File: src/rtl/agu_pkg.sv
// Shared types of the pointer address generator.
package agu_pkg;
    typedef enum logic [2:0] {
        AM_PLAIN   = 3'd0,
        AM_POSTINC = 3'd1,
        AM_PREDEC  = 3'd2,
        AM_DISP    = 3'd3,
        AM_DIRECT  = 3'd4
    } addr_mode_e;

    typedef enum logic [1:0] {
        SEQ_IDLE   = 2'd0,
        SEQ_ACCESS = 2'd1,
        SEQ_DONE   = 2'd2
    } seq_state_e;
endpackage

File: src/rtl/agu_ptr_file.sv
// Pointer register bank.
// Holds NUM_PTR pointers of AW bits. A load port and a write-back port
// update them; the caller guarantees the two are never enabled together.
// An out-of-range read select returns zero.
module agu_ptr_file #(
    parameter int unsigned AW      = 16,
    parameter int unsigned NUM_PTR = 3,
    parameter int unsigned SW      = 2
) (
    input  logic          clk,
    input  logic          rst_n,
    input  logic          ld_en,
    input  logic [SW-1:0] ld_sel,
    input  logic [AW-1:0] ld_val,
    input  logic          wb_en,
    input  logic [SW-1:0] wb_sel,
    input  logic [AW-1:0] wb_val,
    input  logic [SW-1:0] rd_sel,
    output logic [AW-1:0] rd_val
);
    logic [NUM_PTR-1:0][AW-1:0] ptr_q;

    for (genvar g = 0; g < NUM_PTR; g++) begin : g_ptr
        // Update one pointer from the load or write-back port.
        always_ff @(posedge clk) begin
            if (!rst_n)
                ptr_q[g] <= '0;
            else if (ld_en && ld_sel == SW'(g))
                ptr_q[g] <= ld_val;
            else if (wb_en && wb_sel == SW'(g))
                ptr_q[g] <= wb_val;
        end
    end

    // Read the selected pointer.
    always_comb begin
        rd_val = '0;
        for (int i = 0; i < NUM_PTR; i++)
            if (rd_sel == SW'(i)) rd_val = ptr_q[i];
    end

    AST_PTR_HOLD: assert property (@(posedge clk) disable iff (!rst_n)
        (!ld_en && !wb_en) |=> $stable(ptr_q));
    AST_PORTS_EXCLUSIVE: assert property (@(posedge clk) disable iff (!rst_n)
        !(ld_en && wb_en));
endmodule

File: src/rtl/agu_addr_calc.sv
// Effective address and pointer update arithmetic.
// Purely combinational; all arithmetic wraps modulo 2**AW. Assumes the
// mode is legal for the selected pointer (checked by the caller).
module agu_addr_calc
    import agu_pkg::*;
#(
    parameter int unsigned AW = 16,
    parameter int unsigned QW = 6
) (
    input  addr_mode_e    mode,
    input  logic [AW-1:0] ptr_val,
    input  logic [QW-1:0] disp,
    input  logic [AW-1:0] direct_addr,
    output logic [AW-1:0] eff_addr,
    output logic [AW-1:0] next_ptr,
    output logic          ptr_changes
);
    logic [AW-1:0] ptr_inc;
    logic [AW-1:0] ptr_dec;
    logic [AW-1:0] ptr_off;

    assign ptr_inc = ptr_val + AW'(1);
    assign ptr_dec = ptr_val - AW'(1);
    assign ptr_off = ptr_val + AW'(disp);

    // Select address and write-back value by mode.
    always_comb begin
        eff_addr    = ptr_val;
        next_ptr    = ptr_val;
        ptr_changes = 1'b0;
        unique case (mode)
            AM_POSTINC: begin
                next_ptr    = ptr_inc;
                ptr_changes = 1'b1;
            end
            AM_PREDEC: begin
                eff_addr    = ptr_dec;
                next_ptr    = ptr_dec;
                ptr_changes = 1'b1;
            end
            AM_DISP:   eff_addr = ptr_off;
            AM_DIRECT: eff_addr = direct_addr;
            default:   eff_addr = ptr_val;
        endcase
    end
endmodule

File: src/rtl/agu_seq.sv
// Two-cycle operation sequencer.
// Idle -> access (one cycle) -> done (one cycle) -> idle. Start is taken
// only in idle; it is ignored in the other two states.
module agu_seq
    import agu_pkg::*;
(
    input  logic clk,
    input  logic rst_n,
    input  logic start,
    output logic idle,
    output logic accept,
    output logic access_ph,
    output logic done_ph
);
    seq_state_e state_q;

    assign idle      = (state_q == SEQ_IDLE);
    assign accept    = idle && start;
    assign access_ph = (state_q == SEQ_ACCESS);
    assign done_ph   = (state_q == SEQ_DONE);

    // Advance the operation state.
    always_ff @(posedge clk) begin
        if (!rst_n)
            state_q <= SEQ_IDLE;
        else begin
            unique case (state_q)
                SEQ_IDLE:   if (start) state_q <= SEQ_ACCESS;
                SEQ_ACCESS: state_q <= SEQ_DONE;
                default:    state_q <= SEQ_IDLE;
            endcase
        end
    end

    AST_ACCESS_TO_DONE: assert property (@(posedge clk) disable iff (!rst_n)
        access_ph |=> done_ph);
    AST_DONE_SINGLE: assert property (@(posedge clk) disable iff (!rst_n)
        done_ph |=> idle);
endmodule

File: src/rtl/agu_pointer_unit.sv
// Pointer-register address generator (top).
// Captures an operation on start, issues one memory request in the next
// cycle and a done pulse in the cycle after; pointer write-back lands at
// the end of the done cycle. Assumes the memory answers in one cycle.
module agu_pointer_unit
    import agu_pkg::*;
#(
    parameter int unsigned AW      = 16,
    parameter int unsigned QW      = 6,
    parameter int unsigned NUM_PTR = 3,
    parameter int unsigned SW      = 2,
    parameter int unsigned MW      = 3
) (
    input  logic          clk,
    input  logic          rst_n,
    input  logic          start,
    input  logic [MW-1:0] mode,
    input  logic [SW-1:0] ptr_sel,
    input  logic [QW-1:0] disp,
    input  logic [AW-1:0] direct_addr,
    input  logic          is_write,
    input  logic          ld_en,
    input  logic [SW-1:0] ld_sel,
    input  logic [AW-1:0] ld_val,
    output logic [AW-1:0] addr,
    output logic          mem_req,
    output logic          mem_we,
    output logic          done,
    output logic          illegal
);
    localparam logic [SW-1:0] SEL_X = '0;

    logic          idle, accept, access_ph, done_ph;
    logic          bad_now;
    addr_mode_e    mode_q;
    logic [SW-1:0] sel_q;
    logic [QW-1:0] disp_q;
    logic [AW-1:0] k_q;
    logic          we_q, bad_q;
    logic [AW-1:0] ptr_val, next_ptr;
    logic          ptr_changes;
    logic          ld_take, wb_en;

    // Decide legality of the incoming request.
    always_comb begin
        bad_now = 1'b0;
        if (mode > MW'(AM_DIRECT))
            bad_now = 1'b1;
        else if (mode != MW'(AM_DIRECT) && ptr_sel >= SW'(NUM_PTR))
            bad_now = 1'b1;
        else if (mode == MW'(AM_DISP) && ptr_sel == SEL_X)
            bad_now = 1'b1;
    end

    // Capture the operation fields when it is accepted.
    always_ff @(posedge clk) begin
        if (!rst_n) begin
            mode_q <= AM_PLAIN;
            sel_q  <= '0;
            disp_q <= '0;
            k_q    <= '0;
            we_q   <= 1'b0;
            bad_q  <= 1'b0;
        end else if (accept) begin
            mode_q <= bad_now ? AM_PLAIN : addr_mode_e'(mode);
            sel_q  <= ptr_sel;
            disp_q <= disp;
            k_q    <= direct_addr;
            we_q   <= is_write;
            bad_q  <= bad_now;
        end
    end

    agu_seq u_seq (
        .clk       (clk),
        .rst_n     (rst_n),
        .start     (start),
        .idle      (idle),
        .accept    (accept),
        .access_ph (access_ph),
        .done_ph   (done_ph)
    );

    assign ld_take = ld_en && idle && !start;
    assign wb_en   = done_ph && !bad_q && ptr_changes;

    agu_ptr_file #(.AW(AW), .NUM_PTR(NUM_PTR), .SW(SW)) u_ptrs (
        .clk    (clk),
        .rst_n  (rst_n),
        .ld_en  (ld_take),
        .ld_sel (ld_sel),
        .ld_val (ld_val),
        .wb_en  (wb_en),
        .wb_sel (sel_q),
        .wb_val (next_ptr),
        .rd_sel (sel_q),
        .rd_val (ptr_val)
    );

    agu_addr_calc #(.AW(AW), .QW(QW)) u_calc (
        .mode        (mode_q),
        .ptr_val     (ptr_val),
        .disp        (disp_q),
        .direct_addr (k_q),
        .eff_addr    (addr),
        .next_ptr    (next_ptr),
        .ptr_changes (ptr_changes)
    );

    assign mem_req = access_ph && !bad_q;
    assign mem_we  = mem_req && we_q;
    assign done    = done_ph;
    assign illegal = done_ph && bad_q;

    AST_REQ_THEN_DONE: assert property (@(posedge clk) disable iff (!rst_n)
        mem_req |=> (done && !illegal));
    AST_NO_REQ_WITH_DONE: assert property (@(posedge clk) disable iff (!rst_n)
        !(mem_req && done));
    AST_ILLEGAL_NO_REQ: assert property (@(posedge clk) disable iff (!rst_n)
        illegal |-> !$past(mem_req));
    AST_WE_ONLY_WITH_REQ: assert property (@(posedge clk) disable iff (!rst_n)
        mem_we |-> mem_req);
endmodule

File: config.mk
export PLATFORM = sky130hd
export DESIGN_NAME = agu_pointer_unit
export DESIGN_NICKNAME = d
export VERILOG_FILES = /design/src/rtl/agu_pkg.sv /design/src/rtl/agu_ptr_file.sv /design/src/rtl/agu_addr_calc.sv /design/src/rtl/agu_seq.sv /design/src/rtl/agu_pointer_unit.sv
export SDC_FILE = /design/constraint.sdc
export NUM_CORES = 1
export LEC_CHECK = 0
export ABC_AREA = 1
export ABC_CLOCK_PERIOD_IN_PS = 2390
export BUFFER_PORTS_ARGS = -buffer_cell sky130_fd_sc_hd__clkbuf_2
export CAP_MARGIN = 20
export CORE_MARGIN = 2
export CORE_UTILIZATION = 54
export CTS_CLUSTER_DIAMETER = 50
export DETAILED_ROUTE_END_ITERATION = 10
export PLACE_DENSITY = 0.78
export SLEW_MARGIN = 20
export SYNTH_ARGS = -nofsm -noshare
export SYNTH_HDL_FRONTEND = slang
export SYNTH_SLANG_ARGS = --single-unit
File: constraint.sdc
create_clock -name clk -period 2.39 [get_ports clk]
set_input_delay 0.239 -clock clk [delete_from_list [all_inputs] [get_ports clk]]
set_output_delay 0.239 -clock clk [all_outputs]
set_load 0.01 [all_outputs]
* After elaboration in Yosys (flattened, before gate mapping)
Cells that the tools add are included.
** Storage, ports and cells
- Bits in read-only memories :: 0
- Memories :: 0
- RAM bits :: 0
- Bits in latches :: 0
- Bits in registers :: 79
- Logic and storage cells :: 72
- Input bits :: 50
** Cells by class
- Reductions and logical operators :: 26
- $add $sub $neg :: 3
- Div/mod/pow operators :: 0
- $lt $le $gt $ge :: 2
- Eq/ne operators :: 13
- Bitwise logic cells :: 0
- Shifts and indexed selects :: 0
- $mul :: 0
- Muxes and demuxes :: 18
** Operators with widths (count)
- $mux W16 :: 9
- $pmux W16 S3 :: 1
- $pmux W16 S2 :: 1
- $add A16 B1 Y16 const B :: 1
- $add A16 B6 Y16 :: 1
- $logic_and A1 B1 Y1 :: 16
- $sub A16 B1 Y16 const B :: 1
- $eq A3 B2 Y1 const B :: 3
- $logic_not A2 Y1 :: 4
- $eq A2 B1 Y1 const B :: 3
- $eq A2 B2 Y1 const B :: 3
- $reduce_bool A2 Y1 :: 3
- $mux W1 :: 4
- $pmux W2 S2 :: 1
- $eq A3 B1 Y1 const B :: 1
- $eq A3 B3 Y1 const B :: 1
- $gt A3 B3 Y1 const B :: 1
- $mux W3 :: 1
- $ne A3 B3 Y1 const B :: 1
- $ge A2 B2 Y1 const B :: 1
- $logic_not A1 Y1 :: 2
- $mux W2 :: 1
- $ne A2 B2 Y1 const B :: 1
- $reduce_or A2 Y1 :: 1

* Logic depth before layout (Yosys ltp)
- Depth after elaboration :: 8
- Gate-level depth with buffers :: 17
- Depth with buffers taken out :: 14

* Hierarchy
From an unflattened synthesis, not the netlist that was laid out.
** Second synthesis, totals
- Cells, all modules :: 960
- Area, all modules :: 6012.0 um^2
** Modules (own cells, without submodules)
- agu_ptr_file :: instances 1, seq. area each 960.9 um^2, cells each 439, area each 2945.3 um^2
- agu_addr_calc :: instances 1, seq. area each 0.0 um^2, cells each 367, area each 1905.6 um^2
- agu_pointer_unit :: instances 1, seq. area each 580.6 um^2, cells each 142, area each 1074.8 um^2
- agu_seq :: instances 1, seq. area each 40.0 um^2, cells each 12, area each 86.3 um^2

* Least setup slack after synthesis
OpenSTA, ideal clock, no wires.
- Path type :: reg-to-output
- From :: reg sel_q[0]
- To :: out addr[6]
- Arrival :: 2.114 ns
- Path slack :: 0.037 ns
- Buffers on the path :: 3
- Stages on the path, launching flop included :: 14
- Cell sequence :: dfxtp_1 buf_6 nor2_8 buf_6 nand2_1 nand3_4 buf_4 ha_1 a21oi_1 o21ai_0 o21bai_2 xor2_1 nand2_1 nand4_1
** On the way
- Longest elaborated chain between the ends :: 6
- Elaborated cells on any way between the ends :: 9
- Classes of those cells :: 2 x add/sub; 2 x eq/ne; 4 x mux; 1 x reduce/logical
** Ends and longest elaborated chain
- start: declaration :: RTL line agu_pointer_unit.sv:36 : logic [SW-1:0] sel_q;
- start signal: assignment :: RTL line agu_pointer_unit.sv:66 : sel_q <= ptr_sel;
- $logic_not A2 Y1 :: RTL line agu_ptr_file.sv:39 : if (rd_sel == SW'(i)) rd_val = ptr_q[i];
- $mux W16 (2 in series) :: RTL line agu_ptr_file.sv:39
- $mux W16 * :: RTL line agu_ptr_file.sv:39
- $add A16 B6 Y16 / $sub A16 B1 Y16 (equally long branches) :: RTL line agu_addr_calc.sv:24, agu_addr_calc.sv:23
- $pmux W16 S3 * :: RTL line agu_addr_calc.sv:31 : unique case (mode)
- end: declaration :: RTL line agu_pointer_unit.sv:25 : output logic [AW-1:0] addr,
Every way passes the cells marked *; elsewhere a longest branch is shown, timed or not.

* Worst setup path after layout
- From :: reg sel_q[1]
- To :: out addr[14]
Same word-level chain as after synthesis.

==> metrics.md <==
| Metric | Value |
|---|---|
| Worst skew pair latency | 380 ps |
| Hold crit path type | in -> reg |
| WL met1 | ~7800 um |
| HPWL Detailed | 13300 um |
| Via Count | about 6700 |
| Failing checks | setup timing |
| Syn nets | ~1000 |
| Largest area contributor in the netlist | dfxtp_1 |
| Area growth syn-to-layout | 24.8% |
| Total CTS buffers | 9 |
| Worst-margin pin slew | 722 ps |
| Via/cell ratio | 5.75 |
| CTS tree | done |
| Fmax | 371 MHz |
| Yosys top cell area share | between 20 and 30% |
| Max-slew violations | 0 |
| Post-DP Area | 6490 um2 |
| CTS root buf | clkbuf_8 |
| Setup crit end kind | output pin |
| Mapped Avg Cell Area | between 6 and 7 um2 |
| IO Pins | 70 |
| Largest net degree at the start of global routing | 52 |
| CTS clk-pin slew, worst paths | 80 ps |
| Count of input and output buffers | approximately 70 |
| Htree depth | 3 |
| Hold depth | 3 |
| Fin crit share | 113% |
| Setup WS post-layout | -302 ps |
| Drt drc | 0 |
| Die Y | 108 um |
| Finished Cell Area | 7260 um2 |
| Wirelength per Cell | 16.5 um |
| Final setup violation count | 17 |
| Mapped Cells | 915 |
| Deepest clock path buffer count | 2 |
| Chip width | 108 um |
| Metal2 WL | 9020 um |
| First-pass GRT wire length | 29700 um |
| Leak | between 3 and 4 nW |
| Met3 wire length | 1660 um |
| Initial antenna violation count | 0 |
| DP Worst Slack | -31.7 ps |
| Internal Pwr Total | 0.00227 W |
| Initial Util | 55.9% |
| EDFF count, synth | 0 |
| Worst reg2reg path endpoint | u_ptrs.ptr_q[4] |
| Starting DRC count in detailed routing | 598 |
| Count of cell types in the netlist | 45 |
| Pre-antenna DRT Iters | 5 |
| Hold EP | k_q[1] |
| Gpl congestion | 1.03 |
| Total GRT Usage | around 33% |
| Flops & latches, synth | 79 |
| Most frequent cells in the layout | nand2_1 (242), inv_1 (82), nor2_1 (80) |
| Post-Syn Area | just under 6000 um2 |
| Post-layout util | between 60 and 70% |
| N_diodes | 0 |
| Synth area leaders | dfxtp_1 (27%), nand2_1 (17%), nand3_1 (7.0%), nor2_1 (6.0%), o21ai_0 (5.8%) |
| Final Skew | 14.7 ps |
| NetSw | 0.00105 W |
| Synthesis Warnings | 0 |
| Flop2flop setup slack | -30 ps |
| Share of the yosys chip area belonging to registers | 27.2% |
| Site Rows | 37 |
| Worst VDD drop | 0.406 mV |
| Uppermost layer routed | met4 |
| Most common cell after layout, fill and taps aside | nand2_1 |
| Worst relative slew slack | 51.8% |
| Asr flop ratio synth | 0% |
| CORE AREA | 10400 um2 |
| Register-to-Register Path Depth | 15 |
| CP Class | reg -> out |
| Unrepaired setup endpoints after global routing | yes |
| Sw Ratio | a little under a third |
| Final Hold Viols | 0 |
| Combinational power share | 21.9% |
| Routed Wire Length | 19100 um |
| PwrDens | roughly 460 nW/um2 |
| Crit path max fanout | 8 |
| Maxcap violations | 0 |
| Tmin final | 2690 ps |
| Top FF cell, synth | dfxtp_1 |
| CP arrival | 2450 ps |
| Reg power frac | 42.8% |
| Hold Path Origin | direct_addr[1] |
| Fraction of layout cells with a size suffix above 1 | 29.6% |
| GRT overflow | 0 |
| R2R Path Start | sel_q[1] |
| Die area | 11600 um2 |
| Vias in the first global route | around 6000 |
| Worst path required time | 2150 ps |
| Clock Power Share | a little over a third |
| Final #Nets | 1074 |
| CP Launch Type | register |
| Final ANT Viol Nets | 0 |
| Clock sinks | a little under 80 |
| Outcome | finished, violations left |
## worst max-delay path, stage by stage (launching register included)
cell	delay, ps
dfxtp_2	350
buf_12	140
nor2_8	190
nand2_1	110
nand3_2	130
ha_4	240
a21oi_4	130
o21ai_1	80
o21bai_4	210
nand2_1	90
nand2_1	60
nand3_1	70
nand4_1	120
buf_2	160
## what timing repair did
action	4_1_cts	5_1_grt
resized for setup	65	43
endpoints found under the hold margin	0	0
pin swaps	25	16
hold buffers	0	0
endpoints found under the setup margin	14	38
gates cloned	1	0
setup buffers	8	4
## layout make-up
type | count | area (um2)
Multi-Input combinational cell | 702 | 4060
Clock inverter | 6 | 92.6
Tap cell | 136 | 170
Clock buffer | 10 | 138
Inverter | 97 | 374
Sequential cell | 79 | 1590
Fill cell | 938 | 3150
Timing Repair Buffer | 126 | 840
## power groups by stage
stage | Sequential (W) | Clock [W] | Combinational [W]
2_1_floorplan | 0.00143 | 0 | 0.000439
3_3_place_gp | 0.00144 | 0 | 0.000628
3_5_place_dp | 0.00144 | 0 | 0.000639
4_1_cts | 0.00141 | 0.00118 | 0.000694
5_1_grt | 0.00143 | 0.00123 | 0.000793
6_report | 0.00142 | 0.00117 | 0.000727
## how the worst max path moves through the flow
stage | from | endpoint | slack, ps | depth (start not counted)
2_1_floorplan | sel_q[0] | addr[6] | 40 | 13
3_3_place_gp | sel_q[1] | addr[14] | 0.7 | 13
3_5_place_dp | sel_q[1] | addr[6] | -30 | 12
4_1_cts | sel_q[1] | addr[6] | -230 | 12
5_1_grt | sel_q[1] | addr[6] | -360 | 11
6_report | sel_q[1] | addr[14] | -300 | 13
## Yosys cell counts (2+ instances only)
cell type / number
a31oi_1: 15
nor2_2: 10
and2_1: 3
clkinv_1: 2
xor2_1: 2
o21ai_1: 3
nand2_1: 266
dfxtp_1: 79
nor2_4: 8
buf_2: 6
buf_6: 9
inv_2: 8
buf_4: 2
a21oi_1: 38
nand4_1: 19
ha_1: 9
nand3b_1: 3
o21ai_0: 68
buf_1: 2
nand3_1: 81
clkbuf_1: 17
inv_1: 85
nand2_2: 13
o221ai_1: 3
o22ai_1: 2
nor3_2: 4
nor3_1: 5
nand3_2: 29
nand3_4: 8
nor2_1: 93
o2111ai_1: 4
a21oi_2: 6
## routing by layer
layer	global-route usage, %	up-vias
met4	11.8	0
met2	53.3	351
met5	0	-
li1	-	3196
met3	4.42	61
met1	43.7	3043
## sequential cells by signal (all words and copies together) (netlist names)
name           flops
u_ptrs.ptr_q      48
we_q               1
bad_q              1
u_seq.state_q      2
disp_q             6
k_q               16
sel_q              2
mode_q             3
## cells by family after synthesis
| kind of cell | after synthesis | share of synthesized area, % |
|---|---|---|
| and+or+nand+nor | 545 | 46.0 |
| DFF | 79 | 27.2 |
| xor gates and xnor gates | 3 | 0.452 |
| buffers and inverters | 134 | 10.4 |
| AOI/OAI and AO/OA | 145 | 14.0 |
| adders and majority gates | 9 | 1.93 |
## through the flow
stage               hold slack [ps]  std cells  total power, W  setup TNS, ps
finish                          113       1156         0.00332          -3460
global route                    121       1156         0.00345          -4850
CTS                             105       1153         0.00329          -2760
floorplan                       382        915         0.00187              0
global placement                467       1128         0.00207              0
detailed placement              472       1128         0.00208          -53.0
No activity file was read; power rests on OpenSTA's default activity.
